**config.mk**
```make
export PLATFORM = sky130hd
export DESIGN_NAME = ring_dma_channel
export DESIGN_NICKNAME = d
export VERILOG_FILES = /design/src/rtl/ring_dma_pkg.sv /design/src/rtl/ring_dma_addr.sv /design/src/rtl/ring_dma_loops.sv /design/src/rtl/ring_dma_channel.sv
export SDC_FILE = /design/constraint.sdc
export NUM_CORES = 1
export LEC_CHECK = 0
export ABC_AREA = 1
export BUFFER_PORTS_ARGS = -buffer_cell sky130_fd_sc_hd__buf_4
export CAP_MARGIN = 20
export CORE_AREA = 2 2 129 131
export CTS_CLUSTER_DIAMETER = 150
export DETAILED_ROUTE_END_ITERATION = 8
export DIE_AREA = 0 0 131 133
export SLEW_MARGIN = 20
export SYNTH_ARGS = -nofsm -noshare
export SYNTH_HDL_FRONTEND = slang
export SYNTH_SLANG_ARGS = --single-unit
```
**constraint.sdc**
```tcl
create_clock -name clk -period 1.6 [get_ports clk]
set_input_delay 0.32 -clock clk [delete_from_list [all_inputs] [get_ports clk]]
set_output_delay 0.32 -clock clk [all_outputs]
set_load 0.02 [all_outputs]
```
**src/rtl/ring_dma_pkg.sv**
```systemverilog
package ring_dma_pkg;
   typedef enum logic [1:0] {
      ST_IDLE  = 2'd0,
      ST_FETCH = 2'd1,
      ST_STORE = 2'd2
   } dma_state_e;
endpackage

```
**src/rtl/ring_dma_addr.sv**
```systemverilog
// Source address register with a power-of-two wrap window.
module ring_dma_addr #(
   parameter int ADDR_W   = 32,
   parameter int MOD_BITS = 17,
   parameter int STEP     = 4
) (
   input  logic              clk,
   input  logic              rst_n,
   input  logic              load,
   input  logic [ADDR_W-1:0] load_addr,
   input  logic              step,
   output logic [ADDR_W-1:0] addr
);
   logic [ADDR_W-1:0] addr_q;
   logic [ADDR_W-1:0] addr_nxt;

   generate
      if (MOD_BITS >= ADDR_W) begin : g_flat
         assign addr_nxt = addr_q + ADDR_W'(STEP);
      end else begin : g_wrap
         logic [MOD_BITS-1:0] low_nxt;
         assign low_nxt  = addr_q[MOD_BITS-1:0] + MOD_BITS'(STEP);
         assign addr_nxt = {addr_q[ADDR_W-1:MOD_BITS], low_nxt};
      end
   endgenerate

   always_ff @(posedge clk) begin
      if (!rst_n)
         addr_q <= '0;
      else if (load)
         addr_q <= load_addr;
      else if (step)
         addr_q <= addr_nxt;
   end

   assign addr = addr_q;
endmodule

```
**src/rtl/ring_dma_loops.sv**
```systemverilog
// Nested beat (minor) and minor-loop (major) counters with auto reload.
module ring_dma_loops #(
   parameter int BEATS  = 16,
   parameter int MINORS = 512
) (
   input  logic clk,
   input  logic rst_n,
   input  logic clear,
   input  logic beat_done,
   output logic minor_done,
   output logic major_done
);
   localparam int BW = (BEATS  > 1) ? $clog2(BEATS)  : 1;
   localparam int MW = (MINORS > 1) ? $clog2(MINORS) : 1;

   logic [BW-1:0] beat_q;
   logic [MW-1:0] minor_q;
   logic          beat_last;
   logic          minor_last;

   assign beat_last  = (beat_q  == BW'(BEATS - 1));
   assign minor_last = (minor_q == MW'(MINORS - 1));
   assign minor_done = beat_done && beat_last;
   assign major_done = minor_done && minor_last;

   always_ff @(posedge clk) begin
      if (!rst_n || clear) begin
         beat_q  <= '0;
         minor_q <= '0;
      end else if (beat_done) begin
         beat_q <= beat_last ? '0 : beat_q + 1'b1;
         if (beat_last)
            minor_q <= minor_last ? '0 : minor_q + 1'b1;
      end
   end
endmodule

```
**src/rtl/ring_dma_channel.sv**
```systemverilog
module ring_dma_channel
   import ring_dma_pkg::*;
#(
   parameter int ADDR_W   = 32,
   parameter int DATA_W   = 32,
   parameter int BEATS    = 16,
   parameter int MINORS   = 512,
   parameter int MOD_BITS = 17
) (
   input  logic                clk,
   input  logic                rst_n,
   input  logic                cfg_load,
   input  logic [ADDR_W-1:0]   cfg_src_addr,
   input  logic [ADDR_W-1:0]   cfg_dst_addr,
   input  logic                req,
   output logic                rd_valid,
   input  logic                rd_ready,
   output logic [ADDR_W-1:0]   rd_addr,
   input  logic [DATA_W-1:0]   rd_data,
   output logic                wr_valid,
   input  logic                wr_ready,
   output logic [ADDR_W-1:0]   wr_addr,
   output logic [DATA_W-1:0]   wr_data,
   output logic                irq,
   output logic [MOD_BITS-1:0] ring_pos
);
   localparam int BYTES_PER_BEAT = DATA_W / 8;
   localparam int MAJOR_BYTES    = BEATS * BYTES_PER_BEAT * MINORS;
   localparam logic [MOD_BITS-1:0] POS_INC = MOD_BITS'(MAJOR_BYTES);

   generate
      if (DATA_W % 8 != 0 || DATA_W < 8) begin : g_bad_data
         $error("DATA_W must be a whole number of bytes");
      end
      if (BEATS < 1 || MINORS < 1) begin : g_bad_loops
         $error("BEATS and MINORS must be at least 1");
      end
      if (MOD_BITS < 2 || MOD_BITS > ADDR_W) begin : g_bad_mod
         $error("MOD_BITS must lie between 2 and ADDR_W");
      end
   endgenerate

   dma_state_e          state_q, state_d;
   logic                pend_q;
   logic [DATA_W-1:0]   data_q;
   logic [ADDR_W-1:0]   dst_q;
   logic                irq_q;
   logic [MOD_BITS-1:0] pos_q;
   logic                rd_fire, wr_fire;
   logic                minor_done, major_done;
   logic [ADDR_W-1:0]   src_addr;

   assign rd_fire = (state_q == ST_FETCH) && rd_ready;
   assign wr_fire = (state_q == ST_STORE) && wr_ready;

   ring_dma_addr #(
      .ADDR_W  (ADDR_W),
      .MOD_BITS(MOD_BITS),
      .STEP    (BYTES_PER_BEAT)
   ) u_addr (
      .clk      (clk),
      .rst_n    (rst_n),
      .load     (cfg_load),
      .load_addr(cfg_src_addr),
      .step     (wr_fire),
      .addr     (src_addr)
   );

   ring_dma_loops #(
      .BEATS (BEATS),
      .MINORS(MINORS)
   ) u_loops (
      .clk       (clk),
      .rst_n     (rst_n),
      .clear     (cfg_load),
      .beat_done (wr_fire),
      .minor_done(minor_done),
      .major_done(major_done)
   );

   always_comb begin
      state_d = state_q;
      unique case (state_q)
         ST_IDLE:  if (req || pend_q) state_d = ST_FETCH;
         ST_FETCH: if (rd_ready)      state_d = ST_STORE;
         ST_STORE: if (wr_ready)      state_d = minor_done ? ST_IDLE : ST_FETCH;
         default:                     state_d = ST_IDLE;
      endcase
   end

   always_ff @(posedge clk) begin
      if (!rst_n) begin
         state_q <= ST_IDLE;
         pend_q  <= 1'b0;
         data_q  <= '0;
         dst_q   <= '0;
         irq_q   <= 1'b0;
         pos_q   <= '0;
      end else if (cfg_load) begin
         state_q <= ST_IDLE;
         pend_q  <= 1'b0;
         dst_q   <= cfg_dst_addr;
         irq_q   <= 1'b0;
         pos_q   <= '0;
      end else begin
         state_q <= state_d;
         if (state_q == ST_IDLE)
            pend_q <= 1'b0;
         else if (req)
            pend_q <= 1'b1;
         if (rd_fire)
            data_q <= rd_data;
         irq_q <= major_done;
         if (major_done)
            pos_q <= pos_q + POS_INC;
      end
   end

   assign rd_valid = (state_q == ST_FETCH);
   assign rd_addr  = src_addr;
   assign wr_valid = (state_q == ST_STORE);
   assign wr_addr  = dst_q;
   assign wr_data  = data_q;
   assign irq      = irq_q;
   assign ring_pos = pos_q;
endmodule

```
==> flow_summary.yaml <==
grt:
  gr-total-overflow: 0
  antenna_found_initial: 0
  grt_max_degree: 69
  grt_pass1_vias: 4503
  grt_usage_pct: 16.3
  grt_pass1_wl_um: 22300
route:
  vias: 4781
  detail_route.iter0.violations: 235
  top_layer: "met4"
  routed_wirelength_um: 14000
  wl_met2_um: 6840
  drc_errors: 0
  via_per_inst: 4.35
  ant_nets: 0
  drt-met1-wl_um: 6140
  dr.pass1.iters: 4
  wl_per_cell_um: 12.7
  wl_met3_um: 734
sta:
  slew_violations: 0
  grt_setup_unrepaired: "yes"
  final-setup-viol-count: 0
  fin_crit_sh_pct: 98.4
  fin_ws_ns: 0.0263
  tns_ns: 0
  fin_skew_ns: 0.00567
  period_needed_ns: 1.57
  max_freq_ghz: 0.635
  finalHoldViolCount: 0
place:
  dp.final_hpwl_um: 10000
  io_buffers: 202
  placed_area_um2: 6570
  place_ws_ns: -0.146
  place_congestion: 0.811
clock_network:
  cts_tree: "built"
  clk_pin_slew_ns: 0.05
  cts-root-buf: "clkbuf_16"
  clock_latency_ns: 0.40
  cts_buffers: 17
  cts_sinks: 115
  cts-hold-fix-buffers: 0
  clk_path_buf_depth: 2
  htree_levels: 4
power_and_ir_drop:
  clkPwrFrac_pct: 46.2
  p_sw_mw: 1.91
  pwr-share-seq_pct: 40.7
  combPwrFrac_pct: 13.0
  power_density_nw_per_um2: 1050
  p_sw_share_pct: 25.3
  irDropWorstVdd_mv: 0.619
  p_leak_nw: 3.27
  cellInternalPower_mw: 5.65
setup_path:
  cp.required_ns: 1.92
  cp-end-kind: "flop"
  critPathLaunchType: "flop"
  arrival_ns: 1.90
  cp_max_fo: 7
  crit_type: "flop to flop"
layout:
  syn_to_final_growth_pct: 52.0
  final_cell_mix: "224 x buf_4, 188 x nor2_1, 112 x dfxtp_1, 92 x o21ai_0, 72 x nand2_1"
  mostFrequentLayoutCell: "buf_4"
  fin_nets: 973
  stdcell_area_um2: 7200
  diodes: 0
  drive_gt1_share_pct: 32.3
die:
  die_area_um2: 17400
  die_h_um: 133
  rows: 47
  io_pins: 218
  core-area_um2: 16200
  start_util_pct: 29.3
  fp.dieW_um: 131
hold_path:
  holdCritPathClass: "primary input to flop"
status:
  status: "completed"
yosys:
  netlist_area_um2: 4730
  yosys_warnings: 0
  yosysSeqAreaShare_pct: 48.6
  syn-instance-count: 652
  ys_seq_elements: 115
  syn_area_per_cell_um2: 7.26
  synth.distinct_cells: 29
run:
  drv_cap: 0
kinds of logic (layout without fill, tap and decap cells):
| kind of cell | after synthesis | after routing | share of synthesized area, % |
|---|---|---|---|
| other cells | 1 | 15 | 0.0792 |
| fa+ha+maj | 5 | 5 | 1.32 |
| compound gates | 122 | 122 | 13.2 |
| xor+xnor | 7 | 7 | 1.29 |
| buf+inv | 88 | 300 | 8.48 |
| flops | 115 | 115 | 48.6 |
| simple gates | 314 | 314 | 27.0 |
worst paths after layout:
path                      start            endpoint  slack [ns]  cells past startpoint
max          u_loops.minor_q[0]        ring_pos[16]        0.03                     10
min            cfg_dst_addr[29]         wr_addr[29]        0.13                      3
max reg2reg  u_loops.minor_q[0]        ring_pos[16]        0.03                     10
min reg2reg  u_loops.minor_q[4]  u_loops.minor_q[4]        0.47                      1
metal layers:
layer | GRT usage (%) | vias up
li1 | - | 2477
met1 | 19.8 | 2162
met2 | 26.7 | 124
met3 | 4.61 | 18
met4 | 6.97 | 0
met5 | 0 | -
sequential cells by signal (all words and copies together), names as in the netlist:
register,count
ring_pos,2
irq,1
state_q,2
u_loops.minor_q,9
u_addr.addr,32
u_loops.beat_q,4
wr_addr,32
wr_data,32
pend_q,1
metrics by stage:
step                power, mW  utilization, %  instances  hold WS, ns
finish                   7.56            44.5       1098        0.134
global placement         4.12            40.6       1066        0.454
CTS                      7.67            44.1       1098        0.111
detailed placement       4.13            40.6       1066        0.459
floorplan                3.63               -        666        0.441
global route             7.89            44.5       1098        0.120
cells in the mapped netlist (all sizes together):
| master | number | area [um^2] |
|---|---|---|
| nor2b | 1 | 6.26 |
| dfxtp | 115 | 2300 |
| nand3b | 2 | 15.0 |
| a21oi | 20 | 100 |
| and3 | 1 | 6.26 |
| ha | 5 | 62.6 |
| o21bai | 2 | 15.0 |
| a31oi | 4 | 25.0 |
| nor3b | 2 | 15.0 |
| nand4 | 4 | 25.0 |
| nor3 | 9 | 45.0 |
| conb | 1 | 3.75 |
| nand3 | 22 | 120 |
| o21ai | 95 | 475 |
| clkbuf | 22 | 82.6 |
| or2 | 3 | 18.8 |
| buf | 25 | 165 |
| inv | 41 | 154 |
| o21a | 1 | 7.51 |
| xnor2 | 1 | 8.76 |
| nor2 | 195 | 747 |
| nand2 | 75 | 282 |
| xor2 | 6 | 52.6 |
layout make-up:
class / count / area, um^2
Timing Repair Buffer: 228 / 1760
Clock inverter: 9 / 82.6
Fill cell: 1665 / 8970
Clock buffer: 22 / 464
Multi-Input combinational cell: 463 / 2150
Tap cell: 220 / 275
Inverter: 41 / 154
Sequential cell: 115 / 2310
worst max-delay path: stages, from the launching register on:
cell and delay (ns):
dfxtp_2 0.34, ha_4 0.14, nand2_2 0.06, nor3_2 0.17, nand2_1 0.09, nor2_2 0.13, ha_2 0.21, nand2_4 0.09
o21ai_2 0.12, inv_1 0.04, nor3_1 0.12
what timing repair did:
action / in CTS / in global routing
resized for setup: 5 / 19
buffers inserted: 1 / 0
cloned: 0 / 0
pin swaps: 1 / 10
endpoints found under the setup margin: 7 / 16
hold endpoints to repair: 0 / 0
power by group through the flow:
stage | clock network (mW) | registers [mW] | logic (mW)
after global placement | 0 | 3.13 | 0.987
final | 3.50 | 3.08 | 0.986
after CTS | 3.60 | 3.08 | 0.994
after floorplan | 0 | 3.29 | 0.345
after global routing | 3.72 | 3.10 | 1.08
after detailed placement | 0 | 3.14 | 0.991
No activity file was read; power rests on OpenSTA's default activity.
